`src/rtl/barrel_pkg.sv`:
```
package barrel_pkg;

  localparam int unsigned IW = 16;

  typedef enum logic [2:0] {
    OP_NOP  = 3'd0,
    OP_ADD  = 3'd1,
    OP_SUB  = 3'd2,
    OP_AND  = 3'd3,
    OP_LI   = 3'd4,
    OP_LD   = 3'd5,
    OP_ST   = 3'd6,
    OP_BEQZ = 3'd7
  } op_e;

  typedef struct packed {
    op_e        op;
    logic [2:0] ra;
    logic [2:0] rb;
    logic [2:0] rc;
    logic [7:0] imm;
  } dec_t;

  function automatic dec_t decode(input logic [IW-1:0] w);
    dec_t d;
    d.op  = op_e'(w[15:13]);
    d.ra  = w[12:10];
    d.rb  = w[9:7];
    d.rc  = w[6:4];
    d.imm = w[7:0];
    return d;
  endfunction

endpackage

```
`src/rtl/barrel_seq.sv`:
```
module barrel_seq #(
  parameter int unsigned NT = 4,
  localparam int unsigned TW = $clog2(NT)
) (
  input  logic          clk,
  input  logic          rst,
  output logic [TW-1:0] slot
);

  localparam logic [TW-1:0] LAST = TW'(NT - 1);

  always_ff @(posedge clk) begin
    if (rst)               slot <= '0;
    else if (slot == LAST) slot <= '0;
    else                   slot <= slot + 1'b1;
  end

  AST_SLOT_STEP: assert property (@(posedge clk) disable iff (rst)
    (slot != LAST) |=> (slot == $past(slot) + 1'b1));
  AST_SLOT_WRAP: assert property (@(posedge clk) disable iff (rst)
    (slot == LAST) |=> (slot == '0));

endmodule

```
`src/rtl/barrel_regbank.sv`:
```
module barrel_regbank #(
  parameter int unsigned NT   = 4,
  parameter int unsigned XLEN = 16,
  parameter int unsigned NREG = 8,
  localparam int unsigned TW = $clog2(NT),
  localparam int unsigned RW = $clog2(NREG)
) (
  input  logic            clk,
  input  logic            rst,
  input  logic [TW-1:0]   rd_tid,
  input  logic [RW-1:0]   ra_idx,
  input  logic [RW-1:0]   rb_idx,
  input  logic [RW-1:0]   rc_idx,
  output logic [XLEN-1:0] ra_val,
  output logic [XLEN-1:0] rb_val,
  output logic [XLEN-1:0] rc_val,
  input  logic            we,
  input  logic [TW-1:0]   wr_tid,
  input  logic [RW-1:0]   wr_idx,
  input  logic [XLEN-1:0] wr_data
);

  logic [XLEN-1:0] bank [NT][NREG];

  always_ff @(posedge clk) begin
    if (rst) begin
      for (int t = 0; t < NT; t++)
        for (int r = 0; r < NREG; r++)
          bank[t][r] <= '0;
    end else if (we && (wr_idx != '0)) begin
      bank[wr_tid][wr_idx] <= wr_data;
    end
  end

  // register 0 is hard-wired to zero on every read port
  assign ra_val = (ra_idx == '0) ? '0 : bank[rd_tid][ra_idx];
  assign rb_val = (rb_idx == '0) ? '0 : bank[rd_tid][rb_idx];
  assign rc_val = (rc_idx == '0) ? '0 : bank[rd_tid][rc_idx];

  // writeback and register read always belong to different threads
  AST_NO_RW_SAME_THREAD: assert property (@(posedge clk) disable iff (rst)
    we |-> (wr_tid != rd_tid));

endmodule

```
`src/rtl/barrel_exec.sv`:
```
module barrel_exec
  import barrel_pkg::*;
#(
  parameter int unsigned XLEN = 16,
  parameter int unsigned PCW  = 8,
  parameter int unsigned DAW  = 8
) (
  input  op_e             op,
  input  logic [PCW-1:0]  pc,
  input  logic [7:0]      imm,
  input  logic [XLEN-1:0] a_val,
  input  logic [XLEN-1:0] b_val,
  input  logic [XLEN-1:0] c_val,
  input  logic [XLEN-1:0] mem_rdata,
  output logic            wr_en,
  output logic [XLEN-1:0] wr_data,
  output logic            mem_we,
  output logic            mem_re,
  output logic [DAW-1:0]  mem_addr,
  output logic [XLEN-1:0] mem_wdata,
  output logic [PCW-1:0]  next_pc
);

  localparam int unsigned SXW = PCW - 7;

  logic [PCW-1:0] br_off;
  assign br_off    = {{SXW{imm[6]}}, imm[6:0]};
  assign mem_addr  = b_val[DAW-1:0] + DAW'(imm[3:0]);
  assign mem_wdata = a_val;

  always_comb begin
    wr_en   = 1'b0;
    wr_data = '0;
    mem_we  = 1'b0;
    mem_re  = 1'b0;
    next_pc = pc + PCW'(1);
    case (op)
      OP_ADD: begin wr_en = 1'b1; wr_data = b_val + c_val; end
      OP_SUB: begin wr_en = 1'b1; wr_data = b_val - c_val; end
      OP_AND: begin wr_en = 1'b1; wr_data = b_val & c_val; end
      OP_LI:  begin wr_en = 1'b1; wr_data = XLEN'(imm);    end
      OP_LD:  begin wr_en = 1'b1; mem_re = 1'b1; wr_data = mem_rdata; end
      OP_ST:  mem_we = 1'b1;
      OP_BEQZ: if (a_val == '0) next_pc = pc + br_off;
      default: ;
    endcase
  end

endmodule

```
`src/rtl/barrel_core.sv`:
```
module barrel_core
  import barrel_pkg::*;
#(
  parameter int unsigned NT     = 4,
  parameter int unsigned XLEN   = 16,
  parameter int unsigned PCW    = 8,
  parameter int unsigned DAW    = 8,
  parameter int unsigned STRIDE = 32,
  localparam int unsigned TW = $clog2(NT)
) (
  input  logic              clk,
  input  logic              rst,
  input  logic [NT-1:0]     thread_en,
  output logic              imem_en,
  output logic [PCW-1:0]    imem_addr,
  input  logic [IW-1:0]     imem_rdata,
  output logic              dmem_we,
  output logic              dmem_re,
  output logic [DAW-1:0]    dmem_addr,
  output logic [XLEN-1:0]   dmem_wdata,
  input  logic [XLEN-1:0]   dmem_rdata,
  output logic [NT*PCW-1:0] dbg_pc
);

  localparam int unsigned NREG = 8;
  localparam int unsigned RW   = $clog2(NREG);

  // ---------------- sequencer and fetch ----------------
  logic [TW-1:0]  slot;
  logic [PCW-1:0] pc_q [NT];

  barrel_seq #(.NT(NT)) i_seq (
    .clk  (clk),
    .rst  (rst),
    .slot (slot)
  );

  assign imem_addr = pc_q[slot];
  assign imem_en   = thread_en[slot] & ~rst;

  logic            fd_valid;
  logic [TW-1:0]   fd_tid;
  logic [PCW-1:0]  fd_pc;
  logic [IW-1:0]   fd_ir;

  always_ff @(posedge clk) begin
    if (rst) begin
      fd_valid <= 1'b0;
      fd_tid   <= '0;
      fd_pc    <= '0;
      fd_ir    <= '0;
    end else begin
      fd_valid <= imem_en;
      fd_tid   <= slot;
      fd_pc    <= imem_addr;
      fd_ir    <= imem_en ? imem_rdata : '0;
    end
  end

  // ---------------- decode / register read ----------------
  dec_t            dec;
  logic [XLEN-1:0] ra_val, rb_val, rc_val;
  logic            wb_we;
  logic            ew_valid;
  logic [TW-1:0]   ew_tid;
  logic            ew_wen;
  logic [RW-1:0]   ew_widx;
  logic [XLEN-1:0] ew_wdata;
  logic [PCW-1:0]  ew_npc;

  assign dec   = decode(fd_ir);
  assign wb_we = ew_valid & ew_wen;

  barrel_regbank #(.NT(NT), .XLEN(XLEN), .NREG(NREG)) i_regs (
    .clk     (clk),
    .rst     (rst),
    .rd_tid  (fd_tid),
    .ra_idx  (dec.ra),
    .rb_idx  (dec.rb),
    .rc_idx  (dec.rc),
    .ra_val  (ra_val),
    .rb_val  (rb_val),
    .rc_val  (rc_val),
    .we      (wb_we),
    .wr_tid  (ew_tid),
    .wr_idx  (ew_widx),
    .wr_data (ew_wdata)
  );

  logic            de_valid;
  logic [TW-1:0]   de_tid;
  logic [PCW-1:0]  de_pc;
  op_e             de_op;
  logic [RW-1:0]   de_ra;
  logic [7:0]      de_imm;
  logic [XLEN-1:0] de_a, de_b, de_c;

  always_ff @(posedge clk) begin
    if (rst) begin
      de_valid <= 1'b0;
      de_tid   <= '0;
      de_pc    <= '0;
      de_op    <= OP_NOP;
      de_ra    <= '0;
      de_imm   <= '0;
      de_a     <= '0;
      de_b     <= '0;
      de_c     <= '0;
    end else begin
      de_valid <= fd_valid;
      de_tid   <= fd_tid;
      de_pc    <= fd_pc;
      de_op    <= fd_valid ? dec.op : OP_NOP;
      de_ra    <= dec.ra;
      de_imm   <= dec.imm;
      de_a     <= ra_val;
      de_b     <= rb_val;
      de_c     <= rc_val;
    end
  end

  // ---------------- execute / memory ----------------
  logic            x_wen, x_mwe, x_mre;
  logic [XLEN-1:0] x_wdata;
  logic [PCW-1:0]  x_npc;

  barrel_exec #(.XLEN(XLEN), .PCW(PCW), .DAW(DAW)) i_exec (
    .op        (de_op),
    .pc        (de_pc),
    .imm       (de_imm),
    .a_val     (de_a),
    .b_val     (de_b),
    .c_val     (de_c),
    .mem_rdata (dmem_rdata),
    .wr_en     (x_wen),
    .wr_data   (x_wdata),
    .mem_we    (x_mwe),
    .mem_re    (x_mre),
    .mem_addr  (dmem_addr),
    .mem_wdata (dmem_wdata),
    .next_pc   (x_npc)
  );

  assign dmem_we = de_valid & x_mwe;
  assign dmem_re = de_valid & x_mre;

  always_ff @(posedge clk) begin
    if (rst) begin
      ew_valid <= 1'b0;
      ew_tid   <= '0;
      ew_wen   <= 1'b0;
      ew_widx  <= '0;
      ew_wdata <= '0;
      ew_npc   <= '0;
    end else begin
      ew_valid <= de_valid;
      ew_tid   <= de_tid;
      ew_wen   <= x_wen;
      ew_widx  <= de_ra;
      ew_wdata <= x_wdata;
      ew_npc   <= x_npc;
    end
  end

  // ---------------- writeback: per-thread program counters ----------------
  for (genvar t = 0; t < NT; t++) begin : g_thr
    always_ff @(posedge clk) begin
      if (rst)                                pc_q[t] <= PCW'(t * STRIDE);
      else if (ew_valid && ew_tid == TW'(t))  pc_q[t] <= ew_npc;
    end

    assign dbg_pc[t*PCW +: PCW] = pc_q[t];

    AST_PC_START: assert property (@(posedge clk)
      rst |=> (pc_q[t] == PCW'(t * STRIDE)));
    AST_PC_HOLD: assert property (@(posedge clk) disable iff (rst)
      !(ew_valid && ew_tid == TW'(t)) |=> $stable(pc_q[t]));
  end

  // ---------------- pipeline timing properties ----------------
  AST_WB_AHEAD_OF_FETCH: assert property (@(posedge clk) disable iff (rst)
    ew_valid |-> (ew_tid == slot + 1'b1));
  AST_NEXT_FETCH_PATH: assert property (@(posedge clk) disable iff (rst)
    ew_valid |=> (imem_addr == $past(ew_npc)));
  AST_MEM_ONE_DIR: assert property (@(posedge clk) disable iff (rst)
    !(dmem_we && dmem_re));
  AST_DISABLED_SLOT_IDLE: assert property (@(posedge clk) disable iff (rst)
    !thread_en[slot] |=> !fd_valid);

endmodule

```
`config.mk`:
```
export PLATFORM = sky130hd
export DESIGN_NAME = barrel_core
export DESIGN_NICKNAME = d
export VERILOG_FILES = /design/src/rtl/barrel_pkg.sv /design/src/rtl/barrel_seq.sv /design/src/rtl/barrel_regbank.sv /design/src/rtl/barrel_exec.sv /design/src/rtl/barrel_core.sv
export SDC_FILE = /design/constraint.sdc
export NUM_CORES = 1
export LEC_CHECK = 0
export ABC_AREA = 1
export ABC_CLOCK_PERIOD_IN_PS = 3700
export BUFFER_PORTS_ARGS = -buffer_cell sky130_fd_sc_hd__clkbuf_2
export CORE_AREA = 2 2 332 334
export DETAILED_ROUTE_END_ITERATION = 12
export DIE_AREA = 0 0 334 336
export PLACE_DENSITY = 0.47
export SYNTH_ARGS = -nofsm -noshare
export SYNTH_HDL_FRONTEND = slang
export SYNTH_SLANG_ARGS = --single-unit
```
`constraint.sdc`:
```
create_clock -name clk -period 3.7 [get_ports clk]
set_clock_uncertainty 0.2 [all_clocks]
set_input_delay 0.185 -clock clk [delete_from_list [all_inputs] [get_ports clk]]
set_output_delay 0.185 -clock clk [all_outputs]
set_load 0.005 [all_outputs]
```
* Word-level counts from Yosys, hierarchy flattened
Memories as Yosys holds them, arrays and structs flattened. A register that Yosys moved wholly into a read port is not among the register bits. Index checks and enable logic that the tools add are counted. W data, S select, Z words.
Word-level totals: bits in writable memories 544, word-level logic and storage cells 126, output and inout port bits 67, register bits after elaboration 133, memories 2
Memories:
- i_regs.bank | words 4, width 128, rd ports 1, clocked after Yosys merged registers in 1, wr ports 4, RTL line barrel_regbank.sv:23 | logic [XLEN-1:0] bank [NT][NREG];
- pc_q | words 4, width 8, rd ports 5, clocked after Yosys merged registers in 1, wr ports 4, RTL line barrel_core.sv:30 | logic [PCW-1:0] pc_q [NT];
Cells by class: reductions and logical operators 20, equal/unequal tests 11, bitwise gates (word level) 16, magnitude comparators 6, $add $sub $neg 6, muxes and demuxes 45
Operators with widths (number):
- $mux W128 | 3
- $bmux W16 S3 | 3
- $reduce_or A128 Y1 | 1
- $mux W16 | 7
- $pmux W16 S5 | 1
- $demux W16 S3 | 1
- $mux W8 | 6
- $mux W1 | 20
- $add A16 B16 Y16 | 1
- $and A16 B16 Y16 | 1
- $ge A4 B4 Y1 const B | 4
- $logic_not A16 Y1 | 1
- $not A3 Y4 | 4
- $sub A16 B16 Y16 | 1
- $eq A3 B3 Y1 const B | 4
- $reduce_or A2 Y1 | 6
- $logic_not A3 Y1 | 3
- $add A8 B1 Y8 const B | 1
- $add A8 B4 Y8 | 1
- $add A8 B8 Y8 | 1
- $eq A2 B2 Y1 const B | 3
- $eq A3 B2 Y1 const B | 2
- $logic_and A1 B1 Y1 | 6
- $mux W2 | 3
- 12 further kinds | 20

* Longest topological paths before layout
word-level depth 8, gate-level depth with buffers 23, mapped depth without buffers 23

* Hierarchy
Synthesis repeated with hierarchy kept, for this count alone.
Second synthesis, totals: cell total of the unflattened synthesis 3811, area, all modules 32874.0 um^2
Modules (own cells, without submodules):
- barrel_regbank | area each 24940.2 um^2, cells each 2765, instances 1, sequential area each 15134.5 um^2
- barrel_core | area each 5268.8 um^2, cells each 575, instances 1, sequential area each 3583.4 um^2
- barrel_exec | area each 2590.0 um^2, cells each 462, instances 1, sequential area each 0.0 um^2
- barrel_seq | area each 75.1 um^2, cells each 9, instances 1, sequential area each 40.0 um^2

* Worst setup path before layout
OpenSTA, ideal clock, no wires.
kind register -> register, from register de_op[0], to register ew_wdata[13], path slack 1.167 ns, path buffers 1, cell stages (with the launch flop) 15, library setup time 0.132 ns, period minus slack after synthesis 2.533 ns, arrival 2.201 ns, cells stage by stage dfxtp_1 -> inv_1 -> nand3_1 -> clkbuf_1 -> o21ai_0 -> xor2_1 -> ha_1 -> nand2_1 -> inv_1 -> a21oi_1 -> inv_1 -> a21oi_1 -> nand3_1 -> nand3_1 -> a21oi_1
Between the ends: longest elaborated chain between the ends 2
Ends and longest elaborated chain:
- from (decl) | RTL line barrel_core.sv:93 | op_e de_op;
- from (signal assigned) | RTL line barrel_core.sv:113 | de_op <= fd_valid ? dec.op : OP_NOP;
- $eq A3 B3 Y1, or another cell as far along | RTL line barrel_exec.sv:37 | case (op)
- $pmux W16 S5 (*) | RTL line barrel_exec.sv:37
- to (signal assigned) | RTL line barrel_core.sv:160 | ew_wdata <= x_wdata;
- to (decl) | RTL line barrel_core.sv:68 | logic [XLEN-1:0] ew_wdata;
Every way passes the cells marked *; elsewhere a longest branch is shown, timed or not. A chain may end at the register's enable or synchronous reset.

* Worst setup path in the final report
from register de_c[2], to register ew_wdata[12]
Between the ends: longest elaborated chain between the ends 2
Ends and longest elaborated chain:
- from (decl) | RTL line barrel_core.sv:96 | logic [XLEN-1:0] de_a, de_b, de_c;
- from (signal assigned) | RTL line barrel_core.sv:118 | de_c <= rc_val;
- $sub A16 B16 Y16 or $add A16 B16 Y16 (tied branches) | RTL line barrel_exec.sv:39, barrel_exec.sv:38
- $pmux W16 S5 (*) | RTL line barrel_exec.sv:37
Marked as above.

==> key figures <==
Run status
  – Status: finished clean

Flow run
  – Max_cap viols: 0

Die
  – Die ar.: 0.112 mm2
  – Core ar.: 0.108 mm2
  – Starting Density: 0.299
  – Die height: about 340 um
  – Cell Rows: 121
  – Die width: 334 um
  – I/O pins: 105

Synthesis
  – Synth async-reset ratio: 0
  – FF+latch count, synth: ~680
  – Number of synthesized flops with an enable pin: ~540
  – Syn Inst Count: 3,674
  – Synth warnings: 0
  – Synth Cell Area: between 0.03 and 0.04 mm2
  – Synth unique cells: 50
  – Syn_area_per_cell: 8.82 um2
  – Primary FF master, synth: edfxtp_1
  – Seq/Total Area, Yosys: 0.586

Finish
  – Fraction of layout cells with a size suffix above 1: 0.103
  – Area grow syn2layout: 15.4%
  – Final nets: between 3,000 and 4,000
  – Multi-input combinational cell area: roughly 0.012 mm2
  – Post-route insts no fill: 5,299
  – Layout Utilization: 0.345
  – Reg area: approximately 0.019 mm2
  – # fillers: 11,200
  – Antenna cells: 0

Placement
  – GPL Wtd Cong: 0.948
  – DP Worst Slack: 0.762 ns
  – Post-Place Cells: between 5,000 and 6,000
  – Port bufs: 104
  – DPL Wire Length: 75.6 mm

Critical path
  – CP Data Arrival Time: 3.26 ns
  – Kind of critical path: reg2reg
  – Crit path launch type: flop
  – Flop2flop setup slack: between 0.7 and 0.8 ns
  – CP required: 3.98 ns
  – Crit path max fanout: 5
  – CP Capture Type: flop

Min path
  – Worst hold path class: in2reg

Power and ir drop
  – Leakage: around 14 nW
  – Pwr dens: about 510 mW/mm2
  – Worst VDD drop: 0.293 mV

Timing
  – Hold Fails Final Rpt: 0
  – Min Hold Slack: 0.0997 ns
  – TNS Setup: 0 ns
  – Final min period: 2.98 ns
  – Max Freq: 0.336 GHz
  – RSZ-0062 raised after global routing: no
  – Setup-failing EPs final: 0
  – Final Cycle Share: 0.805
  – Max-slew violations: 0
  – Setup WS post-layout: 0.721 ns
  – Slew @ Worst Pin: 1.08 ns
  – Worst rel slew slack: 0.277

Global routing
  – First-pass GRT wire length: 169 mm
  – Vias in the first global route: 24,700
  – Maximum number of pins on one net before global-route repair: 95
  – Gr usage total: 0.203
  – Initial antenna violation count: 1
  – Global route overflow: 0

Clock tree
  – Clk root buf: clkbuf_16
  – Reg clk slew, reported paths: 0.06 ns
  – CTS tree: built
  – Cts bufs inserted: 77
  – Sink Count: 677
  – Worst-Skew Late Latency: 0.64 ns
  – Max clock buf depth: 3
  – H-tree depth: 3

Route
  – Routed len/inst: 21.8 um
  – 1st-iter DRT viols: 2,700
  – DR top layer: met4
  – WL met1: 52.5 mm
  – # DRC: 0
  – Vias post-DR: 26,000
  – Final wirelength: 115 mm
  – DRT antenna net count: 0
  – 1st-pass router iterations: 6
  – Met3 routed WL: roughly 7.9 mm
  – Routed met2 length: 51.9 mm
  – Vias/cell: approximately 4.9
-- flip-flops by register name, summed over array words and instances (netlist names), 2 cells and up --
signal,count
i_seq.slot,2
fd_ir,16
ew_npc,8
de_pc,8
de_ra,3
ew_widx,3
de_tid,2
ew_tid,2
fd_pc,8
de_a,16
ew_wdata,16
de_imm,8
de_b,16
de_op,3
de_c,16
pc_q,32
i_regs.bank,512
fd_tid,2
-- cells in the mapped netlist, drive strengths merged (4+ instances only) --
cell type     n  share of area
nand2      1033           0.12
nor2        682          0.080
edfxtp      544           0.50
nand3       362          0.056
o21ai       180          0.028
a21oi       163          0.025
inv         163          0.019
buf         140          0.026
dfxtp       133          0.082
clkbuf       99          0.011
ha           30          0.012
xor2         18         0.0049
a31oi        17         0.0033
xnor2        14         0.0038
and3         13         0.0025
nor3         10         0.0022
o22ai         9         0.0017
a32o          8         0.0025
nand4         7         0.0014
or2           6         0.0012
o211ai        5         0.0012
a21o          4        0.00093
a221oi        4         0.0011
nand3b        4        0.00093
o21a          4        0.00093
-- cells by family after synthesis --
group                      count (synthesis)  synth area share
and+or+nand+nor                         2122             0.267
xor gates and xnor gates                  32           0.00865
other                                      1          0.000116
DFF                                      677             0.586
AOI/OAI and AO/OA                        404            0.0672
buffers and inverters                    405            0.0567
adders and majority gates                 33            0.0134
-- where the power goes --
| group | internal, W | leakage [nW] | switching [W] | total [W] |
|---|---|---|---|---|
| Combinational | 0.000902 | 6.55 | 0.00221 | 0.00312 |
| Clock | 0.00417 | 1.15 | 0.00319 | 0.00735 |
| Sequential | 0.00855 | 6.66 | 0.000186 | 0.00874 |
| Total | 0.0136 | 14.4 | 0.00559 | 0.0192 |
-- timing repair --
item                      CTS  global route
gates resized for setup     0             0
hold endpoints to repair   37             0
hold buffers               36             0
setup buffers               0             0
-- worst max-delay path: stages (launching register included) --
cell and delay, ns:
dfxtp_1 0.35, nor2_1 0.11, nand2_1 0.13, nor3_1 0.51
a31oi_1 0.21, xnor2_1 0.19, ha_1 0.39, nand2_1 0.12
nor2_1 0.16, nand4_1 0.14, nand3_1 0.11, nand2_1 0.05
nand3_1 0.09, a21oi_1 0.07
-- metrics by stage --
stage                     total power (W)  instance area, um2
after global placement             0.0119               34700
after global routing               0.0200               37400
final                              0.0192               37400
after floorplan                    0.0108               32600
after CTS                          0.0193               37400
after detailed placement           0.0119               34700
-- final cells by class --
cell class,count,area share
multi-input cells,2655,0.315
well taps,1414,0.0473
flip-flops and latches,677,0.508
inverters,166,0.0169
repair buffers,252,0.0488
clock inverters,31,0.00629
clock buffers,104,0.0568
-- per-layer routing --
layer,vias up,GRT usage
met1,12400,0.288
met5,-,0
met2,975,0.318
li1,12400,-
met4,0,0.0570
met3,150,0.0341
-- placed cells by master (no fill, tap or decap), types with 4 or more instances in the layout --
cell type         n
ha_1             30
xnor2_1          14
nand3_1         362
clkbuf_2        103
a32o_1            8
or2_2             6
nor2_4            5
nand2_2          29
a31oi_1          17
nor2_1          674
o21ai_0         171
edfxtp_1        544
inv_2            22
conb_1           64
o21a_1            4
nor3_1            7
dfxtp_1         128
a221oi_1          4
nand4_1           7
clkbuf_16        79
buf_12            8
buf_4           105
clkinv_2         12
nand2_1        1004
o211ai_1          5
nand3b_1          4
clkbuf_8          5
and3_1           13
a21oi_1         163
a21o_1            4
o22ai_1           9
inv_1           139
clkbuf_1         19
dlygate4sd3_1    36
xor2_1           18
clkinv_1         12
o21ai_1           8
-- path summary, 6_finish.rpt --
path / startpoint / to / depth (start not counted)
setup / recovery: de_c[2] / ew_wdata[12] / 13
hold / removal: imem_rdata[0] / fd_ir[0] / 4
setup reg to reg: de_c[2] / ew_wdata[12] / 13
hold reg to reg: de_tid[1] / ew_tid[1] / 2
No activity file was read; power rests on OpenSTA's default activity.
